[config.mk]
export PLATFORM = sky130hd
export DESIGN_NAME = hostReadSeq
export DESIGN_NICKNAME = d
export VERILOG_FILES = /design/src/rtl/hostReadPkg.sv /design/src/rtl/hostReadCtrl.sv /design/src/rtl/hostReadPath.sv /design/src/rtl/hostReadSeq.sv
export SDC_FILE = /design/constraint.sdc
export NUM_CORES = 1
export LEC_CHECK = 0
export ABC_AREA = 1
export BUFFER_PORTS_ARGS = -buffer_cell sky130_fd_sc_hd__buf_2
export CAP_MARGIN = 25
export CORE_MARGIN = 2
export CORE_UTILIZATION = 47
export CTS_BUF_LIST = sky130_fd_sc_hd__clkbuf_4 sky130_fd_sc_hd__clkbuf_8
export DETAILED_ROUTE_END_ITERATION = 6
export GPL_TIMING_DRIVEN = 0
export PLACE_DENSITY = 0.77
export SETUP_SLACK_MARGIN = 0.2
export SYNTH_ARGS = -nofsm -noshare
export SYNTH_HDL_FRONTEND = slang
export SYNTH_SLANG_ARGS = --single-unit
[constraint.sdc]
create_clock -name clk -period 1.2 [get_ports clk]
set_clock_uncertainty 0.05 [all_clocks]
set_input_delay 0.24 -clock clk [delete_from_list [all_inputs] [get_ports clk]]
set_output_delay 0.24 -clock clk [all_outputs]
set_load 0.005 [all_outputs]
[src/rtl/hostReadPkg.sv]
package hostReadPkg;

  typedef enum logic [2:0] {
    ST_IDLE   = 3'd0,
    ST_ADDR   = 3'd1,
    ST_SETTLE = 3'd2,
    ST_LATCH  = 3'd3,
    ST_ACK    = 3'd4
  } seqState_e;

  // Strobes from the control FSM into the datapath. The phase flags
  // describe the state being entered so that the datapath can
  // register clean, glitch-free outputs.
  typedef struct packed {
    logic start;      // request accepted at this edge
    logic capture;    // acknowledge phase entered at this edge
    logic finish;     // acknowledge phase left at this edge
    logic ramPhase;   // next cycle owns the RAM for the host
    logic addrPhase;  // next cycle drives the address buffer
    logic ackPhase;   // next cycle acknowledges the host
    logic regRead;    // current transfer targets the command register
  } seqStrobe_t;

endpackage

[src/rtl/hostReadCtrl.sv]
module hostReadCtrl
  import hostReadPkg::*;
(
  input  logic       clk,
  input  logic       rstN,
  input  logic       reqSeen,
  input  logic       reqNewest,
  input  logic       intReq,
  input  logic       holdoff,
  input  logic       hostRegSel,
  output seqStrobe_t str
);

  seqState_e state, nextState;
  logic      selQ, selNext;
  logic      grant;

  assign grant = reqSeen && !intReq && !holdoff;

  always_comb begin
    nextState = state;
    selNext   = selQ;
    unique case (state)
      ST_IDLE: begin
        if (grant) begin
          nextState = ST_ADDR;
          selNext   = hostRegSel;
        end
      end
      ST_ADDR:   nextState = ST_SETTLE;
      ST_SETTLE: nextState = ST_LATCH;
      ST_LATCH:  nextState = ST_ACK;
      ST_ACK: begin
        if (!reqNewest) nextState = ST_IDLE;
      end
      default:   nextState = ST_IDLE;
    endcase
  end

  always_ff @(posedge clk or negedge rstN) begin
    if (!rstN) begin
      state <= ST_IDLE;
      selQ  <= 1'b0;
    end else begin
      state <= nextState;
      selQ  <= selNext;
    end
  end

  logic nextInRam, nextInAddr;
  assign nextInRam  = (nextState == ST_ADDR) || (nextState == ST_SETTLE) ||
                      (nextState == ST_LATCH);
  assign nextInAddr = (nextState == ST_ADDR) || (nextState == ST_SETTLE);

  always_comb begin
    str.start     = (state == ST_IDLE) && (nextState == ST_ADDR);
    str.capture   = (state == ST_LATCH);
    str.finish    = (state == ST_ACK) && (nextState == ST_IDLE);
    str.ramPhase  = nextInRam && !selNext;
    str.addrPhase = nextInAddr && !selNext;
    str.ackPhase  = (nextState == ST_ACK);
    str.regRead   = selNext;
  end

  // a pending holdoff or internal request keeps the sequencer idle
  p_blocked_stays_idle_r8: assert property (@(posedge clk) disable iff (!rstN)
    (state == ST_IDLE && (holdoff || intReq)) |=> (state == ST_IDLE));

  // entering the address phase requires a fully synchronized request
  p_start_needs_sync_r4: assert property (@(posedge clk) disable iff (!rstN)
    $rose(state == ST_ADDR) |-> $past(reqSeen));

  // the acknowledge phase is always entered from the latch phase
  p_ack_after_latch_r7: assert property (@(posedge clk) disable iff (!rstN)
    $rose(state == ST_ACK) |-> $past(state) == ST_LATCH);

endmodule

[src/rtl/hostReadPath.sv]
module hostReadPath
  import hostReadPkg::*;
#(
  parameter int DATA_W      = 16,
  parameter int HOLD_CYCLES = 24,
  parameter int SYNC_STAGES = 2
) (
  input  logic              clk,
  input  logic              rstN,
  input  logic              hostReq,
  input  logic              intReq,
  input  logic [DATA_W-1:0] cmdRegData,
  input  seqStrobe_t        str,
  output logic              reqSeen,
  output logic              reqNewest,
  output logic              holdoff,
  output logic              addrBufEnN,
  output logic              latchClk,
  output logic              ramCsN,
  output logic              ramOeN,
  output logic              hostAckN,
  output logic [DATA_W-1:0] regDataOut,
  output logic              regDataOe
);

  localparam int CNT_W = (HOLD_CYCLES < 1) ? 1 : $clog2(HOLD_CYCLES + 1);
  localparam logic [CNT_W-1:0] HOLD_LOAD = CNT_W'(HOLD_CYCLES);

  // Request synchronizer: every stage must show the request
  logic [SYNC_STAGES-1:0] syncQ;

  genvar g;
  generate
    for (g = 0; g < SYNC_STAGES; g++) begin : g_sync
      if (g == 0) begin : g_first
        always_ff @(posedge clk or negedge rstN) begin
          if (!rstN) syncQ[0] <= 1'b0;
          else       syncQ[0] <= hostReq;
        end
      end else begin : g_next
        always_ff @(posedge clk or negedge rstN) begin
          if (!rstN) syncQ[g] <= 1'b0;
          else       syncQ[g] <= syncQ[g-1];
        end
      end
    end
  endgenerate

  assign reqNewest = syncQ[0];
  assign reqSeen   = &syncQ;

  // Holdoff window between host accesses
  logic [CNT_W-1:0] holdCnt;

  always_ff @(posedge clk or negedge rstN) begin
    if (!rstN)                holdCnt <= '0;
    else if (str.finish)      holdCnt <= HOLD_LOAD;
    else if (holdCnt != '0)   holdCnt <= holdCnt - 1'b1;
  end

  assign holdoff = (holdCnt != '0);

  // Registered interface controls
  logic              regDataOeQ;
  logic [DATA_W-1:0] regDataQ;

  always_ff @(posedge clk or negedge rstN) begin
    if (!rstN) begin
      addrBufEnN <= 1'b1;
      latchClk   <= 1'b1;
      ramOeN     <= 1'b1;
      ramCsN     <= 1'b1;
      hostAckN   <= 1'b1;
      regDataOeQ <= 1'b0;
    end else begin
      addrBufEnN <= ~str.addrPhase;
      latchClk   <= ~str.addrPhase;
      ramOeN     <= ~str.ramPhase;
      ramCsN     <= ~(str.ramPhase | intReq);
      hostAckN   <= ~str.ackPhase;
      regDataOeQ <= str.ackPhase & str.regRead;
    end
  end

  always_ff @(posedge clk or negedge rstN) begin
    if (!rstN)                          regDataQ <= '0;
    else if (str.capture && str.regRead) regDataQ <= cmdRegData;
  end

  assign regDataOe  = regDataOeQ;
  assign regDataOut = regDataOeQ ? regDataQ : '0;

  // the latch edge comes after the address buffer is released
  p_latch_rise_r5: assert property (@(posedge clk) disable iff (!rstN)
    $rose(latchClk) |-> (addrBufEnN && !ramOeN));

  // the address buffer is only enabled while the RAM drives data
  p_addr_with_oe_r5: assert property (@(posedge clk) disable iff (!rstN)
    !addrBufEnN |-> !ramOeN);

  // the RAM is released before the host sees the acknowledge
  p_ack_ram_idle_r6: assert property (@(posedge clk) disable iff (!rstN)
    !hostAckN |-> ramOeN);

  // a low latch clock implies the RAM is selected
  p_latch_with_cs_r6: assert property (@(posedge clk) disable iff (!rstN)
    !latchClk |-> !ramCsN);

  // ending an acknowledge always opens the holdoff window
  p_holdoff_load_r9: assert property (@(posedge clk) disable iff (!rstN)
    $rose(hostAckN) |-> holdoff);

endmodule

[src/rtl/hostReadSeq.sv]
module hostReadSeq
  import hostReadPkg::*;
#(
  parameter int DATA_W      = 16,
  parameter int HOLD_CYCLES = 24,
  parameter int SYNC_STAGES = 2
) (
  input  logic              clk,
  input  logic              rstN,
  input  logic              hostCsN,
  input  logic              hostRdN,
  input  logic              hostRegSel,
  input  logic              intReq,
  input  logic [DATA_W-1:0] cmdRegData,
  output logic              dataBufEnN,
  output logic              addrBufEnN,
  output logic              bufDir,
  output logic              latchClk,
  output logic              ramCsN,
  output logic              ramOeN,
  output logic              hostAckN,
  output logic              holdoff,
  output logic [DATA_W-1:0] regDataOut,
  output logic              regDataOe
);

  seqStrobe_t str;
  logic       reqSeen, reqNewest;
  logic       hostReq;

  assign hostReq    = ~hostCsN & ~hostRdN;
  assign dataBufEnN = ~hostReq;
  assign bufDir     = 1'b1;

  hostReadCtrl u_ctrl (
    .clk        (clk),
    .rstN       (rstN),
    .reqSeen    (reqSeen),
    .reqNewest  (reqNewest),
    .intReq     (intReq),
    .holdoff    (holdoff),
    .hostRegSel (hostRegSel),
    .str        (str)
  );

  hostReadPath #(
    .DATA_W      (DATA_W),
    .HOLD_CYCLES (HOLD_CYCLES),
    .SYNC_STAGES (SYNC_STAGES)
  ) u_path (
    .clk        (clk),
    .rstN       (rstN),
    .hostReq    (hostReq),
    .intReq     (intReq),
    .cmdRegData (cmdRegData),
    .str        (str),
    .reqSeen    (reqSeen),
    .reqNewest  (reqNewest),
    .holdoff    (holdoff),
    .addrBufEnN (addrBufEnN),
    .latchClk   (latchClk),
    .ramCsN     (ramCsN),
    .ramOeN     (ramOeN),
    .hostAckN   (hostAckN),
    .regDataOut (regDataOut),
    .regDataOe  (regDataOe)
  );

  // the data buffer enable tracks the raw host strobes
  p_databuf_follows_r2: assert property (@(posedge clk) disable iff (!rstN)
    !hostAckN |-> (dataBufEnN == (hostCsN | hostRdN)));

endmodule

==> results of run 1 <==
metal layers:
layer | GRT usage [%] | up-vias
met3 | 7.14 | 2
met4 | 5.08 | 0
met5 | 0 | -
met1 | 21.5 | 613
met2 | 34.6 | 39
li1 | - | 606
sequential cells by signal, indices dropped and copies added (netlist names):
signal,cells
u_path.regDataQ,16
u_path.holdCnt,5
u_ctrl.state,3
u_ctrl.selQ,1
u_path.addrBufEnN,1
u_path.hostAckN,1
u_path.ramCsN,1
u_path.ramOeN,1
u_path.regDataOe,1
u_path.reqNewest,1
u_path.syncQ,1
cell families (layout without fill, tap and decap cells):
family / count (synthesis) / in the layout / share of synthesized area [%]
AOI/OAI and AO/OA: 9 / 9 / 3.20
DFF: 32 / 32 / 54.2
muxes: 16 / 16 / 14.6
and+or+nand+nor: 46 / 46 / 13.8
adders and majority gates: 2 / 2 / 1.68
buffers and inverters: 40 / 117 / 11.1
other: 1 / 1 / 0.252
xor gates and xnor gates: 2 / 2 / 1.18
cell usage after synthesis, drive strengths merged:
library cell	number	area, um^2
a21oi	2	10.0
clkbuf	2	7.51
mux2	16	218
conb	1	3.75
nand2	27	101
a211oi	1	7.51
nor3	1	5.00
dfstp	4	105
ha	2	25.0
xnor2	1	8.76
nand4	2	27.5
nor2	9	36.3
xor2	1	8.76
dfrtp	28	701
inv	35	131
nand3	7	35.0
buf	3	26.3
o21ai	6	30.0
power by group:
part / switching [uW] / leakage [uW] / total (uW) / internal [uW]
registers: 448 / 0.000370 / 2010 / 1560
clock network: 363 / 0.0000380 / 641 / 278
logic: 1400 / 0.000969 / 3270 / 1860
worst max path at each step:
stage / start / endpoint / slack (ns) / cells past startpoint
after floorplan: u_path.holdCnt[0] / u_path.ramCsN / -0.03 / 8
after global placement: u_path.holdCnt[0] / u_path.ramCsN / -0.11 / 8
after detailed placement: u_path.holdCnt[0] / u_path.ramCsN / -0.14 / 8
after CTS: u_path.holdCnt[1] / holdoff / -0.38 / 6
after global routing: u_path.holdCnt[0] / holdoff / -0.44 / 6
final: u_path.holdCnt[2] / holdoff / -0.38 / 5
final cells by class:
type	instances	area (um^2)
flip-flops and latches	32	808
multi-input cells	76	754
repair buffers	69	576
fillers	170	563
inverters	35	131
plain buffers	5	78.8
well taps	44	55.1
clock buffers	6	51.3
clock inverters	2	10.0
through the flow:
stage	instance area [um^2]	util, %	total power [uW]	setup WS [ns]	setup TNS (ns)
floorplan	1540	-	3170	-0.0313	-0.317
global placement	1820	60.0	3570	-0.112	-1.58
detailed placement	1820	60.0	3670	-0.144	-2.06
CTS	2140	70.7	4960	-0.381	-8.35
global route	2460	81.4	6260	-0.442	-12.18
finish	2460	81.4	5910	-0.381	-9.66
what timing repair did:
action | 4_1_cts | 5_1_grt
gates resized for setup | 39 | 64
endpoints found under the hold margin | 30 | 28
gates cloned | 2 | 0
setup buffers | 11 | 9
pin swaps | 6 | 9
setup endpoints to repair | 52 | 53
cell usage in the layout, fill, tap and decap left out, types with 2 or more instances in the layout:
master	Yosys	layout
dfrtp_2	0	2
inv_2	0	18
buf_8	0	2
o21ai_0	5	3
buf_4	2	12
mux2_4	10	16
nor2_4	0	3
clkinv_2	0	2
nand2_4	0	12
buf_2	0	28
nand3_1	7	4
dfstp_2	4	4
inv_1	35	17
dfrtp_1	28	26
clkbuf_16	0	2
buf_6	1	27
dlygate4sd3_1	0	2
nand3_2	0	2
nand2_2	0	7
nand2_1	27	8
nor2_1	8	6
clkbuf_4	0	5
a21oi_2	0	2
ha_4	0	2
==> insert_results.sql, run 1 <==
INSERT INTO impl_metrics (metric_group, metric, value, unit) VALUES
('outcome', 'outcome', 'finished with violations', ''),
('outcome', 'violations', 'hold timing, setup timing', ''),
('route', 'drt-pass1-iter-count', '3', ''),
('power', 'ir_drop', '0.00134', 'V'),
('synthesis', 'synthCells', '148', ''),
('layout', 'final_nets', '248', ''),
('clocking', 'clkTransAtPathRegs', '0.10', 'ns'),
('power', 'p_leak', '0.00138', 'uW'),
('critical_path', 'worstPathRequired', '0.91', 'ns'),
('min_path', 'hold_class', 'primary input to async pin', ''),
('layout', 'layout-area-overhead-vs-synth', '65.7', '%'),
('layout', 'layout.cells.non_filler', '269', ''),
('critical_path', 'bufs_and_invs_on_worst_path', '3', ''),
('global_route', 'grt_pass1_vias', '1204', ''),
('floorplanning', 'design.die.area', '0.00363', 'mm^2'),
('timing', 'final-setup-viol-count', '49', ''),
('floorplanning', 'die_height', '60.3', 'um'),
('route', 'route.final.wire_length', '3980', 'um'),
('timing', 'layout_min_cycle_time', '1.58', 'ns'),
('clocking', 'clkLatencyLatePin', '0.34', 'ns'),
('clocking', 'clock_sink_count', '32', ''),
('floorplanning', 'boundaryPins', '47', ''),
('timing', 'max_transition_margin', '52.7', '%'),
('clocking', 'htreeDepth', '2', ''),
('synthesis', 'area_of_the_mapped_netlist', '0.00149', 'mm^2'),
('global_route', 'grt_max_degree', '33', ''),
('critical_path', 'startpoint_type', 'flop', ''),
('place', 'dp.cells', '237', ''),
('timing', 'grt_setup_unrepaired', 'true', ''),
('place', 'gp_routability_congestion', '0.842', ''),
('clocking', 'hold_buffers', '2', ''),
('floorplanning', 'core.rowCount', '20', ''),
('floorplanning', 'floorplan.core_area', '0.00303', 'mm^2'),
('clocking', 'library_cell_used_as_clock_root_buffer', 'clkbuf_4', ''),
('floorplanning', 'chipWidth', '60.3', 'um'),
('global_route', 'grt_remaining_overflow', '0', ''),
('critical_path', 'r2r-end', 'u_path.holdCnt[0]', ''),
('timing', 'hold_slack', '-0.109', 'ns'),
('synthesis', 'distinct_cell_type_count_of_the_synthesized_netlist', '23', ''),
('global_route', 'grt_usage', '19.4', '%'),
('clocking', 'cts_buffer_depth', '2', ''),
('timing', 'timing.final.ws_setup', '-0.381', 'ns'),
('route', 'routed_length_on_met3', '177', 'um'),
('critical_path', 'worst-path-max-fanout', '3', ''),
('critical_path', 'reg2reg_from', 'u_path.holdCnt[2]', ''),
('global_route', 'grt_antenna_before_repair', '0', ''),
('timing', 'worst_pin_slew', '0.710', 'ns'),
('clocking', 'tritoncts_clock_tree', 'yes', ''),
('route', 'dr.max_layer_used', 'met4', ''),
('timing', 'timing.fmax', '633', 'MHz'),
('place', 'dp_hpwl', '2010', 'um'),
('run', 'cap_violations', '0', ''),
('critical_path', 'timing.critical_path.slowest_cell_delay', '0.42', 'ns'),
('critical_path', 'crit_chain', 'inv_1 > nand2_1 > nor2_4 > inv_2 > buf_2', ''),
('synthesis', 'ys_ff_latch', '32', ''),
('layout', 'final_layout_size_suffix_gt1_share', '68.9', '%'),
('synthesis', 'synth_seq_area_share', '54.2', '%'),
('critical_path', 'reg2reg_slack', '-0.32', 'ns'),
('critical_path', 'cp_slowest_cell', 'dfrtp_1', ''),
('route', 'drt_iter0_markers', '33', ''),
('timing', 'final_min_period_over_clock_period', '132', '%'),
('timing', 'timing_hold_violations_final', '28', ''),
('global_route', 'grt_pass1_wl', '5060', 'um'),
('route', 'remaining_drc_errors', '0', ''),
('clocking', 'cts_made_buffers', '5', ''),
('critical_path', 'endpoint_kind', 'output pin', ''),
('route', 'total_routed_wire_length_on_the_met1_layer', '1560', 'um'),
('synthesis', 'post_synthesis_area_per_instance', '10.1', 'um^2'),
('floorplanning', 'starting_density', '49.1', '%'),
('critical_path', 'worst_path_dominant_cell_family', 'flip-flops', ''),
('route', 'routed-wl-met2', '2220', 'um'),
('critical_path', 'reg2regPathDepth', '9', ''),
('synthesis', 'syn-num-nets', '172', ''),
('timing', 'drv_slew', '0', ''),
('critical_path', 'arrival', '1.29', 'ns'),
('route', 'drtAntennaViolNets', '0', ''),
('critical_path', 'worstSetupPathType', 'flop to output pin', ''),
('layout', 'num_antenna_cells', '0', ''),
('place', 'port_buf_inserts', '45', ''),
('route', 'dr_total_vias', '1260', ''),
('power', 'pwr_density_cell', '2400', 'mW/mm^2'),
('route', 'vias_per_cell', '4.68', ''),
('synthesis', 'synth-warning-count', '0', ''),
('route', 'wl_per_cell', '14.8', 'um');
(Power assumes the default switching activity.)
==> inputs of run 2 (changes only) <==
--- a/config.mk
+++ b/config.mk
@@ -8,12 +8,14 @@
 export ABC_AREA = 1
 export BUFFER_PORTS_ARGS = -buffer_cell sky130_fd_sc_hd__buf_2
 export CAP_MARGIN = 25
+export CELL_PAD_IN_SITES_DETAIL_PLACEMENT = 1
+export CELL_PAD_IN_SITES_GLOBAL_PLACEMENT = 1
 export CORE_MARGIN = 2
-export CORE_UTILIZATION = 47
+export CORE_UTILIZATION = 35
 export CTS_BUF_LIST = sky130_fd_sc_hd__clkbuf_4 sky130_fd_sc_hd__clkbuf_8
 export DETAILED_ROUTE_END_ITERATION = 6
 export GPL_TIMING_DRIVEN = 0
-export PLACE_DENSITY = 0.77
+export PLACE_DENSITY_LB_ADDON = 0.12
 export SETUP_SLACK_MARGIN = 0.2
 export SYNTH_ARGS = -nofsm -noshare
 export SYNTH_HDL_FRONTEND = slang
==> run 2 against run 1 <==
  * Sequential share of layout area up 0.23 points
  * Cell area is 0.71% lower
  * Worst hold slack better by 0.079 ns
  * Sequential cell count unchanged
  * Largest cell class unchanged
  * Highest routed layer unchanged
  * Clock-buffer cell count unchanged
  * Critical path depth unchanged
  * The run still ends with hold timing, setup timing left
  * Clock power rose by 24%
==> insert_results.sql, run 2 (same netlist as run 1, synthesis figures left out) <==
INSERT INTO impl_metrics (metric_group, metric, value, unit) VALUES
('route', 'route.final.wire_length', '4150', 'um'),
('timing', 'timing.fmax', '661', 'MHz'),
('clocking', 'cts_made_buffers', '5', ''),
('global_route', 'grt_pass1_wl', '6290', 'um'),
('route', 'drt-pass1-iter-count', '2', ''),
('timing', 'setup-tns-final', '-8.37', 'ns'),
('power', 'ir_drop', '0.00114', 'V'),
('critical_path', 'reg2reg_from', 'u_path.holdCnt[0]', ''),
('critical_path', 'worstPathRequired', '0.91', 'ns'),
('layout', 'final_cell_area', '0.00245', 'mm^2'),
('timing', 'timing_hold_violations_final', '28', ''),
('critical_path', 'arrival', '1.22', 'ns'),
('floorplanning', 'core.rowCount', '23', ''),
('critical_path', 'endpoint_kind', 'output pin', ''),
('place', 'dp.cells', '243', ''),
('critical_path', 'worst-path-max-fanout', '3', ''),
('place', 'dpl-instance-area', '0.00183', 'mm^2'),
('timing', 'layout_min_cycle_time', '1.51', 'ns'),
('power', 'p_leak', '0.00138', 'uW'),
('clocking', 'tritoncts_clock_tree', 'yes', ''),
('route', 'remaining_drc_errors', '0', ''),
('clocking', 'clock_sink_count', '32', ''),
('outcome', 'outcome', 'finished with violations', ''),
('layout', 'layout_common_cells', '34 x buf_2, 26 x dfrtp_1, 22 x inv_2, 20 x buf_6, 16 x mux2_4', ''),
('global_route', 'grt_usage', '17.0', '%'),
('clocking', 'library_cell_used_as_clock_root_buffer', 'clkbuf_8', ''),
('floorplanning', 'chipWidth', '69.2', 'um'),
('floorplanning', 'design.die.area', '0.00479', 'mm^2'),
('timing', 'final_min_period_over_clock_period', '126', '%'),
('critical_path', 'crit_chain', 'inv_1 > nand2_1 > nor2_4 > inv_2 > buf_2', ''),
('run', 'cap_violations', '0', ''),
('critical_path', 'reg2reg_slack', '-0.27', 'ns'),
('route', 'vias_per_cell', '4.54', ''),
('route', 'dr_total_vias', '1234', ''),
('floorplanning', 'starting_density', '36.7', '%'),
('layout', 'num_antenna_cells', '0', ''),
('route', 'drtAntennaViolNets', '0', ''),
('critical_path', 'startpoint_type', 'flop', ''),
('min_path', 'hold_class', 'primary input to async pin', ''),
('clocking', 'cts_buffer_depth', '2', ''),
('clocking', 'htreeDepth', '2', ''),
('layout', 'layout_commonest_cell', 'buf_2', ''),
('critical_path', 'cp_slowest_cell', 'dfrtp_1', ''),
('place', 'gp_routability_congestion', '0.745', ''),
('global_route', 'grt_remaining_overflow', '0', ''),
('layout', 'final_nets', '246', ''),
('route', 'wl_per_cell', '15.3', 'um'),
('floorplanning', 'die_height', '69.2', 'um'),
('route', 'drt_iter0_markers', '36', ''),
('critical_path', 'worstSetupPathType', 'flop to output pin', ''),
('critical_path', 'timing.critical_path.slowest_cell_delay', '0.39', 'ns'),
('global_route', 'grt_antenna_before_repair', '0', ''),
('layout', 'layout.cells.non_filler', '272', ''),
('critical_path', 'worstSetupStartpoint', 'u_path.holdCnt[2]', ''),
('place', 'dp_hpwl', '2360', 'um'),
('clocking', 'clkLatencyLatePin', '0.28', 'ns'),
('outcome', 'violations', 'hold timing, setup timing', ''),
('layout', 'regMostFlops', 'u_path.regDataQ', ''),
('power', 'pwr_density_cell', '2490', 'mW/mm^2'),
('global_route', 'grt_pass1_vias', '1334', ''),
('place', 'port_buf_inserts', '45', ''),
('timing', 'drv_slew', '0', ''),
('timing', 'hold_slack', '-0.0298', 'ns'),
('timing', 'worst_pin_slew', '0.750', 'ns'),
('layout', 'layout-area-overhead-vs-synth', '64.5', '%'),
('layout', 'reg.largest.list', 'u_path.regDataQ: 16 flops, u_path.holdCnt: 5 flops, u_ctrl.state: 3 flops', ''),
('floorplanning', 'floorplan.core_area', '0.00406', 'mm^2'),
('timing', 'max_transition_margin', '50.0', '%'),
('layout', 'final_layout_size_suffix_gt1_share', '71.2', '%'),
('timing', 'final-setup-viol-count', '46', ''),
('global_route', 'grt_max_degree', '33', ''),
('timing', 'grt_setup_unrepaired', 'true', ''),
('layout', 'largest_register_ff_count', '16', ''),
('clocking', 'clkTransAtPathRegs', '0.06', 'ns'),
('floorplanning', 'boundaryPins', '47', ''),
('timing', 'timing.final.ws_setup', '-0.312', 'ns');
## run 2: cell types whose count changed in the layout (fill, tap and decap cells not counted), sizes merged
cell	delta
clkinv	-1
dlygate4sd3	-2
## run 2: routing by layer
layer / up-vias / share of wire (%) / routed length (um) / GRT usage, %
met2: 33 / 55 / 2270 / 30.3
li1: 595 / - / - / -
met3: 9 / 4.2 / 173 / 4.22
met5: - / 0 / 0 / 0
met4: 0 / 2.5 / 104 / 8.06
met1: 597 / 39 / 1600 / 18.8
## run 2: worst paths after layout
check | end | cells past startpoint
max in group asynchronous | u_ctrl.state[0] | 1
worst min register to register | u_path.syncQ[1] | 0
worst min-delay path | u_path.regDataQ[5] | 1
worst max-delay path | holdoff | 5
min in group clk | u_path.ramCsN | 2
worst max register to register | u_path.holdCnt[4] | 8
## run 2: cell type report
type,count,area (um^2)
buffer,5,78.8
clock buffer,6,76.3
clock inverter,1,5.00
fill,435,1610
inverter,35,131
multi-input combinational,76,758
sequential,32,808
tap,50,62.6
timing repair buffer,67,527
## run 2: worst max-delay path, delay by kind of cell, from the launching register on
kind	cells	cell delay, ns
AND/OR/NAND/NOR	2	0.26
flip-flops	1	0.39
buffers and inverters	3	0.29
## run 2: timing repair
item	in CTS	in global routing
setup endpoints to repair	52	53
gates resized for setup	51	53
setup buffers	16	4
pin swaps	5	5
endpoints found under the hold margin	28	0
gates cloned	2	0
## run 2: metrics by stage
stage | hold slack, ns | total power (uW) | utilization, % | setup slack (ns)
6_report | -0.0298 | 6100 | 60.3 | -0.312
3_5_place_dp | 0.294 | 3710 | 45.0 | -0.176
2_1_floorplan | -0.106 | 3170 | - | -0.0313
5_1_grt | 0.0144 | 6480 | 60.3 | -0.338
4_1_cts | -0.00980 | 5420 | 55.3 | -0.303
3_3_place_gp | 0.283 | 3600 | 45.0 | -0.146
## run 2: power breakdown
group,switching [uW],internal (uW)
clock,379,416
combinational,1400,1900
sequential,453,1560
